### src/rtl/gpio_port_pkg.sv
package gpio_port_pkg;
  localparam int unsigned ADDR_W = 8;
  localparam logic [ADDR_W-1:0] ADDR_LEVEL = 8'hB0;
  localparam logic [ADDR_W-1:0] ADDR_DIGEN = 8'hF4;
  localparam logic [ADDR_W-1:0] ADDR_DTYPE = 8'hA7;

  typedef enum logic [1:0] {
    MODE_ANALOG,
    MODE_OPEN_DRAIN,
    MODE_PUSH_PULL
  } pin_mode_e;
endpackage

### src/rtl/gpio_cfg_regs.sv
module gpio_cfg_regs
  import gpio_port_pkg::*;
#(
  parameter int unsigned PIN_W = 8
) (
  input  logic              clk_i,
  input  logic              rst_ni,
  input  logic [ADDR_W-1:0] addr_i,
  input  logic              we_i,
  input  logic [PIN_W-1:0]  wdata_i,
  output logic [PIN_W-1:0]  level_o,
  output logic [PIN_W-1:0]  digen_o,
  output logic [PIN_W-1:0]  dtype_o
);
  localparam logic [PIN_W-1:0] LEVEL_RST = '1;
  localparam logic [PIN_W-1:0] DIGEN_RST = '1;
  localparam logic [PIN_W-1:0] DTYPE_RST = '0;

  logic [PIN_W-1:0] level_q, digen_q, dtype_q;
  logic hit_level, hit_digen, hit_dtype;

  assign hit_level = we_i && (addr_i == ADDR_LEVEL);
  assign hit_digen = we_i && (addr_i == ADDR_DIGEN);
  assign hit_dtype = we_i && (addr_i == ADDR_DTYPE);

  always_ff @(posedge clk_i or negedge rst_ni) begin
    if (!rst_ni) begin
      level_q <= LEVEL_RST;
      digen_q <= DIGEN_RST;
      dtype_q <= DTYPE_RST;
    end else begin
      if (hit_level) level_q <= wdata_i;
      if (hit_digen) digen_q <= wdata_i;
      if (hit_dtype) dtype_q <= wdata_i;
    end
  end

  assign level_o = level_q;
  assign digen_o = digen_q;
  assign dtype_o = dtype_q;

  a_r2_digen_write: assert property (@(posedge clk_i) disable iff (!rst_ni)
    (we_i && addr_i == ADDR_DIGEN) |=> (digen_o == $past(wdata_i)));

  a_r2_dtype_write: assert property (@(posedge clk_i) disable iff (!rst_ni)
    (we_i && addr_i == ADDR_DTYPE) |=> (dtype_o == $past(wdata_i)));

  a_r9_unmapped_write: assert property (@(posedge clk_i) disable iff (!rst_ni)
    (we_i && addr_i != ADDR_LEVEL && addr_i != ADDR_DIGEN && addr_i != ADDR_DTYPE)
    |=> ($stable(level_o) && $stable(digen_o) && $stable(dtype_o)));
endmodule

### src/rtl/gpio_in_sync.sv
module gpio_in_sync #(
  parameter int unsigned WIDTH  = 8,
  parameter int unsigned STAGES = 2
) (
  input  logic             clk_i,
  input  logic             rst_ni,
  input  logic [WIDTH-1:0] d_i,
  output logic [WIDTH-1:0] q_o
);
  logic [WIDTH-1:0] stage_q [STAGES];

  for (genvar s = 0; s < STAGES; s++) begin : g_stage
    always_ff @(posedge clk_i or negedge rst_ni) begin
      if (!rst_ni) stage_q[s] <= '0;
      else if (s == 0) stage_q[s] <= d_i;
      else stage_q[s] <= stage_q[(s == 0) ? 0 : s-1];
    end
  end

  assign q_o = stage_q[STAGES-1];
endmodule

### src/rtl/gpio_pin_ctrl.sv
module gpio_pin_ctrl
  import gpio_port_pkg::*;
#(
  parameter int unsigned PIN_W = 8
) (
  input  logic [PIN_W-1:0] level_i,
  input  logic [PIN_W-1:0] digen_i,
  input  logic [PIN_W-1:0] dtype_i,
  output logic [PIN_W-1:0] out_o,
  output logic [PIN_W-1:0] oe_o,
  output logic [PIN_W-1:0] pu_o,
  output logic [PIN_W-1:0] rx_en_o
);
  for (genvar p = 0; p < PIN_W; p++) begin : g_pin
    pin_mode_e mode;

    always_comb begin
      if (!digen_i[p])     mode = MODE_ANALOG;
      else if (dtype_i[p]) mode = MODE_PUSH_PULL;
      else                 mode = MODE_OPEN_DRAIN;
    end

    always_comb begin
      out_o[p]   = 1'b0;
      oe_o[p]    = 1'b0;
      pu_o[p]    = 1'b0;
      rx_en_o[p] = 1'b0;
      unique case (mode)
        MODE_ANALOG: ;
        MODE_OPEN_DRAIN: begin
          rx_en_o[p] = 1'b1;
          oe_o[p]    = !level_i[p];
          pu_o[p]    = level_i[p];
        end
        MODE_PUSH_PULL: begin
          rx_en_o[p] = 1'b1;
          oe_o[p]    = 1'b1;
          out_o[p]   = level_i[p];
          pu_o[p]    = level_i[p];
        end
        default: ;
      endcase
    end
  end
endmodule

### src/rtl/gpio_rd_mux.sv
module gpio_rd_mux
  import gpio_port_pkg::*;
#(
  parameter int unsigned PIN_W = 8
) (
  input  logic [ADDR_W-1:0] addr_i,
  input  logic [PIN_W-1:0]  pin_sync_i,
  input  logic [PIN_W-1:0]  rx_en_i,
  input  logic [PIN_W-1:0]  digen_i,
  input  logic [PIN_W-1:0]  dtype_i,
  output logic [PIN_W-1:0]  rdata_o
);
  always_comb begin
    unique case (addr_i)
      ADDR_LEVEL: rdata_o = pin_sync_i & rx_en_i;  // receiver off reads 0
      ADDR_DIGEN: rdata_o = digen_i;
      ADDR_DTYPE: rdata_o = dtype_i;
      default:    rdata_o = '0;
    endcase
  end

  always_comb begin
    if (addr_i != ADDR_LEVEL && addr_i != ADDR_DIGEN && addr_i != ADDR_DTYPE)
      a_r9_unmapped_zero: assert (rdata_o == '0);
  end
endmodule

### src/rtl/gpio_port_bank.sv
module gpio_port_bank
  import gpio_port_pkg::*;
#(
  parameter int unsigned PIN_W       = 8,
  parameter int unsigned SYNC_STAGES = 2
) (
  input  logic              clk_i,
  input  logic              rst_ni,
  input  logic [ADDR_W-1:0] sfr_addr_i,
  input  logic              sfr_we_i,
  input  logic [PIN_W-1:0]  sfr_wdata_i,
  output logic [PIN_W-1:0]  sfr_rdata_o,
  input  logic [PIN_W-1:0]  pin_in_i,
  output logic [PIN_W-1:0]  pin_out_o,
  output logic [PIN_W-1:0]  pin_oe_o,
  output logic [PIN_W-1:0]  pin_pu_o,
  output logic [PIN_W-1:0]  pin_rx_en_o
);
  logic [PIN_W-1:0] level, digen, dtype, pin_sync;

  gpio_cfg_regs #(.PIN_W(PIN_W)) u_regs (
    .clk_i   (clk_i),
    .rst_ni  (rst_ni),
    .addr_i  (sfr_addr_i),
    .we_i    (sfr_we_i),
    .wdata_i (sfr_wdata_i),
    .level_o (level),
    .digen_o (digen),
    .dtype_o (dtype)
  );

  gpio_in_sync #(.WIDTH(PIN_W), .STAGES(SYNC_STAGES)) u_sync (
    .clk_i  (clk_i),
    .rst_ni (rst_ni),
    .d_i    (pin_in_i),
    .q_o    (pin_sync)
  );

  gpio_pin_ctrl #(.PIN_W(PIN_W)) u_pins (
    .level_i (level),
    .digen_i (digen),
    .dtype_i (dtype),
    .out_o   (pin_out_o),
    .oe_o    (pin_oe_o),
    .pu_o    (pin_pu_o),
    .rx_en_o (pin_rx_en_o)
  );

  gpio_rd_mux #(.PIN_W(PIN_W)) u_rd (
    .addr_i     (sfr_addr_i),
    .pin_sync_i (pin_sync),
    .rx_en_i    (pin_rx_en_o),
    .digen_i    (digen),
    .dtype_i    (dtype),
    .rdata_o    (sfr_rdata_o)
  );

  a_r3_drive_low: assert property (@(posedge clk_i) disable iff (!rst_ni)
    ((digen & ~level & ~(pin_oe_o & ~pin_out_o & ~pin_pu_o)) == '0));

  a_r4_push_high: assert property (@(posedge clk_i) disable iff (!rst_ni)
    ((digen & dtype & level & ~(pin_oe_o & pin_out_o & pin_pu_o)) == '0));

  a_r5_open_release: assert property (@(posedge clk_i) disable iff (!rst_ni)
    ((digen & ~dtype & level & (pin_oe_o | pin_out_o | ~pin_pu_o)) == '0));

  a_r6_analog_off: assert property (@(posedge clk_i) disable iff (!rst_ni)
    ((~digen & (pin_oe_o | pin_pu_o | pin_rx_en_o | pin_out_o)) == '0));

  a_r8_analog_reads_zero: assert property (@(posedge clk_i) disable iff (!rst_ni)
    (sfr_addr_i == ADDR_LEVEL) |-> ((sfr_rdata_o & ~digen) == '0));

  a_r10_rx_digital: assert property (@(posedge clk_i) disable iff (!rst_ni)
    ((digen & ~pin_rx_en_o) == '0));
endmodule

### config.mk
export PLATFORM = sky130hd
export DESIGN_NAME = gpio_port_bank
export DESIGN_NICKNAME = d
export VERILOG_FILES = /design/src/rtl/gpio_port_pkg.sv /design/src/rtl/gpio_cfg_regs.sv /design/src/rtl/gpio_in_sync.sv /design/src/rtl/gpio_pin_ctrl.sv /design/src/rtl/gpio_rd_mux.sv /design/src/rtl/gpio_port_bank.sv
export SDC_FILE = /design/constraint.sdc
export NUM_CORES = 1
export LEC_CHECK = 0
export ABC_AREA = 1
export BUFFER_PORTS_ARGS = -buffer_cell sky130_fd_sc_hd__buf_2
export CAP_MARGIN = 25
export CELL_PAD_IN_SITES_DETAIL_PLACEMENT = 2
export CELL_PAD_IN_SITES_GLOBAL_PLACEMENT = 2
export CORE_MARGIN = 5
export CORE_UTILIZATION = 28
export DETAILED_ROUTE_END_ITERATION = 10
export PLACE_DENSITY_LB_ADDON = 0.1
export SLEW_MARGIN = 20
export SYNTH_ARGS = -nofsm -noshare
export SYNTH_HDL_FRONTEND = slang
export SYNTH_SLANG_ARGS = --single-unit
export TNS_END_PERCENT = 5
### constraint.sdc
create_clock -name clk_i -period 1 [get_ports clk_i]
set_input_delay 0.15 -clock clk_i [delete_from_list [all_inputs] [get_ports clk_i]]
set_output_delay 0.15 -clock clk_i [all_outputs]
set_load 0.01 [all_outputs]
== Yosys cells after proc, flatten, opt, wreduce, memory -nomap -nowiden ==
Cells that the tools add are included.

* Reductions and logical operators: 19
* Muxes and demuxes: 49
* Equal/unequal tests: 19
* Bitwise logic cells: 1

{| class="wikitable"
|+ Operators with widths
! operator !! count
|-
| $mux W2 || 16
|-
| $eq A8 B8 Y1 const B || 3
|-
| $mux W1 || 24
|-
| $pmux W8 S3 || 1
|-
| $eq A2 B1 Y1 const B || 8
|-
| $eq A2 B2 Y1 const B || 8
|-
| $pmux W1 S2 || 8
|-
| $reduce_or A2 Y1 || 8
|-
| $and A8 B8 Y8 || 1
|-
| $logic_not A1 Y1 || 8
|-
| $logic_and A1 B1 Y1 || 3
|}

* Input port bits: 27
* Output and inout bits: 40
* Logic and storage cells: 93
* Register bits after elaboration: 40

== Longest topological paths before layout ==
* Word-level depth: 7
* Mapped depth: 6
* Mapped depth without buffers: 6

== Modules after synthesis ==
A second synthesis with hierarchy kept.

* Cell total of the unflattened synthesis: 260
* Area total of the unflattened synthesis: 2070.7 um2

{| class="wikitable"
|+ By module, submodules not included
! module !! sequential area each (um2) !! area each (um2) !! cells each !! times used
|-
| gpio_cfg_regs || 620.6 || 1052.3 || 116 || 1
|-
| gpio_in_sync || 400.4 || 460.4 || 24 || 1
|-
| gpio_rd_mux || 0.0 || 337.8 || 64 || 1
|-
| gpio_pin_ctrl || 0.0 || 220.2 || 56 || 1
|}

== Worst setup path before layout ==
OpenSTA, ideal clock, no wires.

* Kind: reg-to-output
* Start point: register u_regs.digen_q[0] (netlist: u_regs.digen_o[0])
* End point: output pin_oe_o[0]
* Path buffers: 0
* Stages on the path, launching flop included: 2
* Required time: 0.850 ns
* Slack: -0.010 ns
* Data arrival time: 0.860 ns
* Path through: dfstp_2 > a21boi_0

* Longest elaborated chain between the ends: 3
* Elaborated cells between the ends (all ways): 4
* Those cells by class: eq/ne (2); mux (2)

{| class="wikitable"
|+ Ends and longest elaborated chain
! what !! line !! RTL
|-
| start: declaration || gpio_cfg_regs.sv:19 || <nowiki>logic [PIN_W-1:0] level_q, digen_q, dtype_q;</nowiki>
|-
| start signal: assignment || gpio_cfg_regs.sv:33 || <nowiki>if (hit_digen) digen_q <= wdata_i;</nowiki>
|-
| $mux W2 * || gpio_pin_ctrl.sv:18 || <nowiki>if (!digen_i[p]) mode = MODE_ANALOG;</nowiki>
|-
| $eq A2 B2 Y1 / $eq A2 B1 Y1 (equally long branches) || gpio_pin_ctrl.sv:28 || <nowiki>unique case (mode)</nowiki>
|-
| $pmux W1 S2 * || gpio_pin_ctrl.sv:28 ||
|-
| end: declaration || gpio_port_bank.sv:15 || <nowiki>output logic [PIN_W-1:0] pin_oe_o,</nowiki>
|}

Every way passes the cells marked *; elsewhere a longest branch is shown, timed or not.

== Worst setup path after layout ==
* Start point: register u_regs.digen_q[5] (netlist: u_regs.digen_o[5])
* End point: output sfr_rdata_o[5]

* Longest elaborated chain between the ends: 6
* Elaborated cells between the ends (all ways): 7
* Those cells by class: eq/ne (2); mux (3); bitwise (1); reduce/logical (1)

{| class="wikitable"
|+ Ends and longest elaborated chain
! what !! line !! RTL
|-
| $mux W2 || gpio_pin_ctrl.sv:18 ||
|-
| $eq A2 B1 Y1 / $eq A2 B2 Y1 (equally long branches) || gpio_pin_ctrl.sv:28 ||
|-
| $reduce_or A2 Y1 (no source line) || n/a ||
|-
| $mux W1 || gpio_pin_ctrl.sv:28 ||
|-
| $and A8 B8 Y8 || gpio_rd_mux.sv:15 || <nowiki>ADDR_LEVEL: rdata_o = pin_sync_i & rx_en_i;</nowiki>
|-
| $pmux W8 S3 * || gpio_rd_mux.sv:14 || <nowiki>unique case (addr_i)</nowiki>
|-
| end: declaration || gpio_port_bank.sv:12 || <nowiki>output logic [PIN_W-1:0] sfr_rdata_o,</nowiki>
|}

Marked as above.

==> results_dict.tcl <==
set metrics [dict create \
    worstPathMaxFanout 4 \
    slew_viol_final 0 \
    postSynthCellCount 232 \
    syn_to_final_growth_pct 52.73 \
    synth_nets 259 \
    finish.instance_area_mm2 0.003044 \
    p_int_w 0.002694 \
    dpl_cell_area_mm2 0.002653 \
    ios 67 \
    combPwrFrac 0.136 \
    drt_iter0_markers 55 \
    die_w_um 94.37 \
    path_class "register to output port" \
    switchingPower_w 0.0009178 \
    synth.distinct_cells 18 \
    row_count 30 \
    grt.overflow.total 0 \
    ant_nets 0 \
    max_freq_ghz 0.6787 \
    synth.largest_area_cell "dfrtp_1" \
    synth_top_area_share 0.3013 \
    grt_pass1_wl_um 11750 \
    syn_area_mm2 0.001993 \
    insertion_delay_ns 0.29 \
    worstHoldPathType "input port to register" \
    drv_cap 0 \
    slowest_stage "dfstp_2" \
    clock_skew_ns 0.009047 \
    synth_seq_cells 40 \
    track_usage 0.1727 \
    stdcell_count 432 \
    status "complete, but fails checks" \
    power_density_mw_per_mm2 1187 \
    rsz0062_at_grt "true" \
    dp_hpwl_um 4993 \
    grt_max_degree 41 \
    worst_pin_slew_ns 0.2538 \
    coreArea_mm2 0.006869 \
    n_antenna_cell 0 \
    p_seq_frac 0.495 \
    start_util 0.2902 \
    finalNetCount 362 \
    critPathArrivalTime_ns 1.32 \
    hold_ws_ns 0.1024 \
    vias 2053 \
    ys.warnings.count 0 \
    finalHoldViolCount 0 \
    yosysSeqAreaShare 0.5122 \
    setup_viol 40 \
    dr.pass1.iters 4 \
    dp_slack_ns -0.2429 \
    worstPathCellList "nand2_1, nand3b_1, nand3_1, buf_2" \
    cts_root_buffer "clkbuf_8" \
    nFillCells 776 \
    totalWireLength_um 7505 \
    vias_per_cell 4.752 \
    cts_buffers 5 \
    swShare 0.2541 \
    failed_checks "setup timing" \
    critical_path.max_stage_delay_ns 0.58 \
    worst_slack_ns -0.4734 \
    netlist_top_cells_area "dfrtp_1, dfstp_2, nand2_1" \
    post-route-drc-count 0 \
    port_buffers 66 \
    cp-startpoint "u_regs.digen_o[5]$_DFFE_PN1P_" \
    dp.cells 409 \
    reg2reg_from "u_regs.digen_o[1]$_DFFE_PN1P_" \
    fp.dieH_um 94.37 \
    h-tree-depth 2 \
    final_common_cell "nand2_1" \
    wl_per_cell_um 17.37 \
    irDropWorstVdd_v 0.0005132 \
    antenna_found_initial 0 \
    grt_pass1_vias 2213 \
    critPathRequiredTime_ns 0.85 \
    worstHoldStart "sfr_wdata_i[5]" \
    cts_tree "done" \
    synth.avg_cell_area_um2 8.591 \
    place_congestion 0.7214 \
    mostFrequentLayoutCells "nand2_1, buf_2, buf_4" \
    cp-end-kind "output port" \
    clkPwrFrac 0.368 \
    leakagePower_nw 1.573 \
    layout_worst_path_cycle_share 1.473 \
    die_area_mm2 0.008906 \
    clock_path_buffers 2 \
    power_w 0.003612 \
    layout-drive-gt1-share 0.4821 \
    min_period_ns 1.473 \
    numClockSinks 40 \
    start_kind "register" \
    slew_headroom 0.8306 \
    cts.clk_slew.worst_paths_ns 0.09 \
]
per-stage QoR:
stage,util,setup TNS (ns)
final,0.4432,-13.96
after detailed placement,0.3862,-5.951
after floorplan,-,-0.06561
after global routing,0.4432,-16.47
after global placement,0.3862,-4.645
after CTS,0.4291,-14.43
layer usage:
| metal | wire (um) | part of all wire | vias to the layer above | GRT usage |
|---|---|---|---|---|
| li1 | - | - | 958 | - |
| met1 | 3126 | 0.42 | 1034 | 0.2115 |
| met2 | 3966 | 0.53 | 51 | 0.3109 |
| met3 | 292 | 0.039 | 10 | 0.02470 |
| met4 | 119 | 0.016 | 0 | 0.05535 |
| met5 | 0 | 0 | - | 0 |
worst max-delay path: cells and delay by family, from the launching register on:
kind | cells | cell delay, ns
AND/OR/NAND/NOR | 3 | 0.30
flip-flops | 1 | 0.58
buffers and inverters | 1 | 0.14
final timing paths:
check | to | slack [ns] | depth (start not counted)
max in group asynchronous | u_regs.level_o[3]$_DFFE_PN1P_ | 0.37 | 3
max reg2reg | u_regs.digen_o[1]$_DFFE_PN1P_ | 0.01 | 4
max | sfr_rdata_o[5] | -0.47 | 4
min in group asynchronous | u_sync.stage_q[14]$_DFF_PN0_ | 0.36 | 3
min reg2reg | u_sync.q_o[6]$_DFF_PN0_ | 0.35 | 0
min | u_regs.digen_o[5]$_DFFE_PN1P_ | 0.10 | 3
synthesized netlist by cell type (all sizes together):
master and n:
a21boi 8, buf 7, clkbuf 8, dfrtp 24
dfstp 16, inv 22, nand2 72, nand3 27
nand3b 8, nand4 24, nor2 16
final cells by class:
type	count	area, um2	share of cell area
repair buffers	111	837.1	0.2750
well taps	96	120.1	0.03946
flip-flops and latches	40	1021	0.3354
inverters	22	82.58	0.02713
clock inverters	2	35.03	0.01151
multi-input cells	155	875.8	0.2877
clock buffers	6	72.57	0.02384
kinds of logic after synthesis:
group                  count (synthesis)  share of synthesized area
AOI/OAI and AO/OA                      8                    0.03013
DFF                                   40                     0.5122
buffers and inverters                 37                    0.08098
and+or+nand+nor                      147                     0.3766
repair_timing:
action,CTS,global route
setup buffers,5,1
resized for setup,23,22
setup endpoints to repair,40,41
hold buffers,9,0
hold endpoints to repair,32,0
pin swaps,1,2
registers in the layout, indices dropped and copies added (netlist names):
signal	flops
u_sync.stage_q	8
u_sync.q_o	8
u_regs.dtype_o	8
u_regs.level_o	8
u_regs.digen_o	8
power by group through the flow:
| stage | Combinational, W | Clock [W] | Sequential [W] |
|---|---|---|---|
| global placement | 0.000394 | 0 | 0.00181 |
| finish | 0.000492 | 0.00133 | 0.00179 |
| global route | 0.000541 | 0.00143 | 0.00180 |
| detailed placement | 0.000405 | 0 | 0.00181 |
| CTS | 0.000473 | 0.00138 | 0.00179 |
| floorplan | 0.000173 | 0 | 0.00179 |
Note: power is estimated with default switching activity, not from simulation.
